## config.mk

```make
export PLATFORM = sky130hd
export DESIGN_NAME = irqc_top
export DESIGN_NICKNAME = d
export VERILOG_FILES = /design/src/rtl/irqc_pkg.sv /design/src/rtl/irqc_src_cell.sv /design/src/rtl/irqc_regs.sv /design/src/rtl/irqc_route.sv /design/src/rtl/irqc_top.sv
export SDC_FILE = /design/constraint.sdc
export NUM_CORES = 1
export LEC_CHECK = 0
export ABC_AREA = 1
export CAP_MARGIN = 30
export CORE_MARGIN = 5
export CORE_UTILIZATION = 30
export DETAILED_ROUTE_END_ITERATION = 12
export PLACE_DENSITY = 0.62
export SYNTH_ARGS = -nofsm -noshare
export SYNTH_HDL_FRONTEND = slang
export SYNTH_HIERARCHICAL = 1
export SYNTH_SLANG_ARGS = --single-unit
export TNS_END_PERCENT = 100
```

## constraint.sdc

```tcl
create_clock -name clk -period 1.4 [get_ports clk]
set_input_delay 0.35 -clock clk [delete_from_list [all_inputs] [get_ports clk]]
set_output_delay 0.35 -clock clk [all_outputs]
set_load 0.01 [all_outputs]
```

## src/rtl/irqc_pkg.sv

```systemverilog
package irqc_pkg;
  localparam int IRQC_AW = 4;

  typedef enum logic [IRQC_AW-1:0] {
    A_STAT_SET = 4'd0,
    A_STAT_CLR = 4'd1,
    A_STAT     = 4'd2,
    A_MODE     = 4'd3,
    A_MASK_SET = 4'd4,
    A_MASK_CLR = 4'd5,
    A_MASK     = 4'd6,
    A_ROUTE    = 4'd7,
    A_TOP_STAT = 4'd8,
    A_TOP_MASK = 4'd9
  } reg_addr_e;
endpackage

```

## src/rtl/irqc_src_cell.sv

```systemverilog
module irqc_src_cell (
  input  logic clk,
  input  logic rst,
  input  logic irq_in,
  input  logic level_mode,
  input  logic sw_set,
  input  logic sw_clr,
  output logic pending
);
  logic in_q;
  logic trig;

  // Level mode: the input itself is the trigger. Edge mode: a 0-to-1 transition.
  assign trig = level_mode ? irq_in : (irq_in & ~in_q);

  always_ff @(posedge clk) begin
    if (rst) begin
      in_q    <= 1'b0;
      pending <= 1'b0;
    end else begin
      in_q    <= irq_in;
      pending <= sw_set | trig | (pending & ~sw_clr);
    end
  end

  a_r2_set_lands: assert property (@(posedge clk) disable iff (rst)
    sw_set |=> pending);
  a_r3_clear_lands: assert property (@(posedge clk) disable iff (rst)
    (sw_clr && !sw_set && !irq_in) |=> !pending);
  a_r3_edge_beats_clear: assert property (@(posedge clk) disable iff (rst)
    (!level_mode && irq_in && !in_q) |=> pending);
  a_r6_level_holds: assert property (@(posedge clk) disable iff (rst)
    (level_mode && irq_in) |=> pending);
endmodule

```

## src/rtl/irqc_regs.sv

```systemverilog
module irqc_regs
  import irqc_pkg::*;
#(
  parameter int NSRC = 16,
  parameter int DW   = 32
) (
  input  logic                  clk,
  input  logic                  rst,
  input  logic                  wr_en,
  input  logic [IRQC_AW-1:0]    wr_addr,
  input  logic [DW-1:0]         wr_data,
  input  logic [IRQC_AW-1:0]    rd_addr,
  input  logic [NSRC-1:0]       pending,
  input  logic                  host_pending,
  output logic [NSRC-1:0]       stat_set,
  output logic [NSRC-1:0]       stat_clr,
  output logic [NSRC-1:0]       mask,
  output logic [NSRC-1:0]       mode,
  output logic [2*NSRC-1:0]     route,
  output logic                  top_mask,
  output logic [DW-1:0]         rd_data
);
  localparam int RW = 2 * NSRC;

  logic [NSRC-1:0] wd;
  assign wd = wr_data[NSRC-1:0];

  // Set and clear strobes for the pending bits, one-cycle wide.
  assign stat_set = (wr_en && wr_addr == A_STAT_SET) ? wd : '0;
  assign stat_clr = (wr_en && wr_addr == A_STAT_CLR) ? wd : '0;

  always_ff @(posedge clk) begin
    if (rst) begin
      mask     <= '0;
      mode     <= '0;
      route    <= '0;
      top_mask <= 1'b0;
    end else if (wr_en) begin
      case (wr_addr)
        A_MASK_SET: mask     <= mask | wd;
        A_MASK_CLR: mask     <= mask & ~wd;
        A_MODE:     mode     <= wd;
        A_ROUTE:    route    <= wr_data[RW-1:0];
        A_TOP_MASK: top_mask <= wr_data[0];
        default:    ;
      endcase
    end
  end

  always_ff @(posedge clk) begin
    if (rst) begin
      rd_data <= '0;
    end else begin
      rd_data <= '0;
      case (rd_addr)
        A_STAT:     rd_data[NSRC-1:0] <= pending;
        A_MODE:     rd_data[NSRC-1:0] <= mode;
        A_MASK:     rd_data[NSRC-1:0] <= mask;
        A_ROUTE:    rd_data[RW-1:0]   <= route;
        A_TOP_STAT: rd_data[0]        <= host_pending;
        A_TOP_MASK: rd_data[0]        <= top_mask;
        default:    ;
      endcase
    end
  end

  a_r1_reset_clean: assert property (@(posedge clk)
    rst |=> (mask == '0 && mode == '0 && route == '0 && !top_mask));
  a_r4_mask_set_sticks: assert property (@(posedge clk) disable iff (rst)
    (wr_en && wr_addr == A_MASK_SET) |=> ((mask & $past(wd)) == $past(wd)));
  a_r4_mask_clr_sticks: assert property (@(posedge clk) disable iff (rst)
    (wr_en && wr_addr == A_MASK_CLR) |=> ((mask & $past(wd)) == '0));
endmodule

```

## src/rtl/irqc_route.sv

```systemverilog
module irqc_route #(
  parameter int NSRC = 16
) (
  input  logic              clk,
  input  logic              rst,
  input  logic [NSRC-1:0]   pending,
  input  logic [NSRC-1:0]   mask,
  input  logic [2*NSRC-1:0] route,
  input  logic              top_mask,
  output logic              host_pending,
  output logic              irq_host,
  output logic              irq_core
);
  logic [NSRC-1:0] hit_host;
  logic [NSRC-1:0] hit_core;

  // Per-source qualification: pending, enabled and routed to that destination.
  for (genvar g = 0; g < NSRC; g++) begin : g_hit
    assign hit_host[g] = pending[g] & mask[g] & route[g];
    assign hit_core[g] = pending[g] & mask[g] & route[NSRC + g];
  end

  assign host_pending = |hit_host;

  always_ff @(posedge clk) begin
    if (rst) begin
      irq_host <= 1'b0;
      irq_core <= 1'b0;
    end else begin
      irq_host <= host_pending & top_mask;
      irq_core <= |hit_core;
    end
  end

  a_r7_masked_quiet: assert property (@(posedge clk) disable iff (rst)
    (mask == '0) |=> (!irq_host && !irq_core));
  a_r8_top_gate: assert property (@(posedge clk) disable iff (rst)
    !top_mask |=> !irq_host);
  a_r7_unrouted_core: assert property (@(posedge clk) disable iff (rst)
    (route[2*NSRC-1:NSRC] == '0) |=> !irq_core);
endmodule

```

## src/rtl/irqc_top.sv

```systemverilog
module irqc_top
  import irqc_pkg::*;
#(
  parameter int NSRC = 16,
  parameter int DW   = 32
) (
  input  logic                clk,
  input  logic                rst,
  input  logic [NSRC-1:0]     irq_in,
  input  logic                wr_en,
  input  logic [IRQC_AW-1:0]  wr_addr,
  input  logic [DW-1:0]       wr_data,
  input  logic [IRQC_AW-1:0]  rd_addr,
  output logic [DW-1:0]       rd_data,
  output logic                irq_host,
  output logic                irq_core
);
  logic [NSRC-1:0]   stat_set;
  logic [NSRC-1:0]   stat_clr;
  logic [NSRC-1:0]   mask;
  logic [NSRC-1:0]   mode;
  logic [2*NSRC-1:0] route;
  logic              top_mask;
  logic [NSRC-1:0]   pending;
  logic              host_pending;

  irqc_regs #(.NSRC(NSRC), .DW(DW)) u_regs (
    .clk(clk), .rst(rst), .wr_en(wr_en), .wr_addr(wr_addr), .wr_data(wr_data),
    .rd_addr(rd_addr), .pending(pending), .host_pending(host_pending),
    .stat_set(stat_set), .stat_clr(stat_clr), .mask(mask), .mode(mode),
    .route(route), .top_mask(top_mask), .rd_data(rd_data)
  );

  for (genvar s = 0; s < NSRC; s++) begin : g_src
    irqc_src_cell u_cell (
      .clk(clk), .rst(rst), .irq_in(irq_in[s]), .level_mode(mode[s]),
      .sw_set(stat_set[s]), .sw_clr(stat_clr[s]), .pending(pending[s])
    );
  end

  irqc_route #(.NSRC(NSRC)) u_route (
    .clk(clk), .rst(rst), .pending(pending), .mask(mask), .route(route),
    .top_mask(top_mask), .host_pending(host_pending),
    .irq_host(irq_host), .irq_core(irq_core)
  );
endmodule

```

==> flow_metrics.py, run 1 <==
metrics = {
    "clock_tree": {
        "cts_inserted_buffers": 17,
        "cts_buffer_depth": 2,
        "h-tree-depth": 4,
        "clkTransAtPathRegs_ps": 60,
        "cts_tree": "yes",
        "clock-sinks": 131,
        "cts-root-buf": "clkbuf_16",
        "ctsHoldBuffers": 0,
        "insertion_delay_ps": 410,
    },
    "timing": {
        "setup_tns_ps": 0,
        "slew_viol_final": 0,
        "finalClockSkew_ps": 6.86,
        "finalHoldViolCount": 0,
        "setup_viol": 0,
        "fmax_mhz": 720,
        "rsz0062_at_grt": "true",
        "period_needed_ps": 1390,
        "min_period_over_period": 0.993,
        "worst_slew_pin_slew_ps": 363,
        "maxSlewHeadroom": 0.758,
    },
    "global_routing": {
        "overflow": 0,
        "grt_max_degree": 68,
        "grt_first_pass_wirelength_um": 29100,
        "antenna_found_initial": 0,
        "grt_use_total": 0.164,
        "grt_pass1_vias": 5659,
    },
    "synthesis": {
        "synth_fp_nets": 923,
        "synth-seq-cells": 131,
        "synth_cell_type_count": 21,
        "synth_area_per_cell_um2": 6.88,
        "yosysWarnings": 6,
        "yosysSeqAreaShare": 0.441,
        "synthesis.area_um2": 5940,
        "synth_cells": 864,
    },
    "drt": {
        "drc": 0,
        "firstDrtPassIters": 5,
        "drt_wl_total_um": 19000,
        "wl_per_cell_um": 14.4,
        "vias": 5916,
        "first_iter_violations": 501,
        "vias_per_cell": 4.49,
        "ant_nets": 0,
    },
    "pwr": {
        "ir_worst_vdd_uv": 888,
        "p_int_mw": 7.42,
        "netSwitchingFraction": 0.230,
        "p_sw_mw": 2.21,
        "power_density_nw_per_um2": 1100,
        "pwr-share-clk": 0.485,
        "p_leak_nw": 4.06,
        "pwr-share-seq": 0.408,
        "pwr-share-comb": 0.107,
    },
    "worst_setup_path": {
        "worstPathCellList": "nand3_2 -> nand2_1 -> nor2_1 -> nand2_1 -> nor2_4 -> inv_2 -> nor2_2 -> nor2_1 -> nand2_1 -> nand3_1 -> nor2_1 -> nor2_1",
        "worstReg2RegEnd": "u_regs/rd_data[0]",
        "crit_fanout": 2,
        "required_ps": 1690,
        "r2r_start": "u_regs/route[11]",
        "startpoint_type": "flop",
        "path_common_cell": "nor2_1",
        "slowest_delay_ps": 320,
        "worst-path-stages": 12,
        "cpMaxStageDelayCell": "dfxtp_2",
        "crit_type": "reg -> reg",
        "worstPathBufferInverterCount": 1,
        "endpoint": "u_regs/rd_data[0]",
        "path_delay_family": "simple AND/OR/NAND/NOR gates",
        "cp-startpoint": "u_regs/route[11]",
        "endpoint_kind": "flop",
        "worstPathArrival_ps": 1680,
        "r2r_slack_ps": 10,
        "r2r_cells": 12,
    },
    "floorplan": {
        "start_util": 0.305,
        "die_area_um2": 22700,
        "die_h_um": 151,
        "coreArea_um2": 19500,
        "rows": 51,
        "ios": 93,
        "die_w_um": 151,
    },
    "layout": {
        "layout_commonest_cell": "nand2_1",
        "antennaDiodeCount": 0,
        "final_cell_count_no_fill": 1317,
        "area_growth_syn_to_layout_pct": 47.4,
        "final_core_util": 0.450,
        "nNetsFinal": 1098,
        "nFillCells": 1947,
        "drive_above_1_share": 0.213,
        "final_cell_mix": "nand2_1 (167), inv_1 (150), dfxtp_1 (112)",
    },
    "placed_design": {
        "portBuffers": 92,
        "dp_cells": 1278,
        "dp_hpwl_um": 13000,
        "routabilityCongestion": 0.866,
    },
    "job": {
        "drv_cap": 0,
    },
    "status": {
        "outcome": "complete, no violations",
    },
    "min_path": {
        "hp-class": "in -> reg",
        "min_from": "rst",
    },
}
power groups by stage:
stage               clock (mW)  sequential, mW  combinational [mW]
floorplan                    0            3.99               0.381
global placement             0            3.99               0.964
detailed placement           0            3.99               0.972
CTS                       4.75            3.92               0.974
global route              4.92            3.94                1.13
finish                    4.67            3.93                1.03
worst min path at each step:
stage | to | cells past startpoint | slack [ps]
2_1_floorplan | u_route/irq_core | 1 | 420
3_3_place_gp | u_regs/rd_data[16] | 2 | 450
3_5_place_dp | u_regs/route[5] | 2 | 450
4_1_cts | flop | 4 | 320
5_1_grt | flop | 4 | 360
6_report | flop | 4 | 340
worst reg2reg max path, stage by stage, from the launching register on:
cell,delay [ps]
dfxtp_2,320
nand3_2,70
nand2_1,60
nor2_1,110
nand2_1,100
nor2_4,150
inv_2,50
nor2_2,70
nor2_1,50
nand2_1,70
nand3_1,70
nor2_1,100
nor2_1,50
cells by family (layout without fill, tap and decap cells):
group | after synthesis | in the layout | share of synthesized area
DFF | 131 | 131 | 0.441
buffers and inverters | 191 | 378 | 0.132
and+or+nand+nor | 429 | 430 | 0.325
AOI/OAI and AO/OA | 113 | 113 | 0.102
per-stage QoR:
stage	hold slack, ps	area [µm²]	setup slack, ps	power, mW
3_5_place_dp	455	7850	-483	4.96
5_1_grt	361	8760	-71.4	9.99
4_1_cts	324	8490	-58.6	9.65
2_1_floorplan	422	5940	14.6	4.37
6_report	337	8760	10.3	9.63
3_3_place_gp	450	7850	-433	4.95
metal layers:
metal,GRT usage,routed length (µm),up-vias
li1,-,-,3027
met1,0.218,8640,2665
met2,0.259,8710,198
met3,0.0373,1250,26
met4,0.0644,401,0
met5,0,0,-
final cells by class:
cell class	count	area, µm²	area share
multi-input combinational	543	2710	0.309
sequential	131	2650	0.302
timing repair buffer	188	1860	0.213
inverter	158	593	0.0677
clock buffer	22	464	0.0530
tap	265	332	0.0378
clock inverter	10	155	0.0177
cell usage after synthesis:
cell type	n	area (µm²)
nand2_1	172	646
dfxtp_1	131	2620
nor2_4	2	22.5
o21ai_0	42	210
nand3_4	3	52.6
a21oi_1	49	245
clkbuf_1	6	22.5
buf_2	21	105
nor3_4	1	16.3
nor2_8	1	20.0
inv_2	4	15.0
clkinv_1	1	3.75
nor2_1	105	394
buf_6	5	56.3
nand3_1	115	576
o21ai_1	6	30.0
buf_4	1	7.51
nor2_2	27	169
inv_1	153	574
nand2_4	3	33.8
o21bai_1	16	120
what timing repair did:
item | 4_1_cts | 5_1_grt
setup endpoints to repair | 51 | 71
pin swaps | 9 | 17
endpoints found under the hold margin | 0 | 0
cloned | 0 | 3
resized for setup | 59 | 65
setup buffers | 0 | 4
(Power assumes the default switching activity.)
==> run 2: changes to the inputs <==
Settings changed: SLEW_MARGIN set to 30.
==> results of run 2 <==
No change in the layout: final DEF, timing and power equal those of run 1.
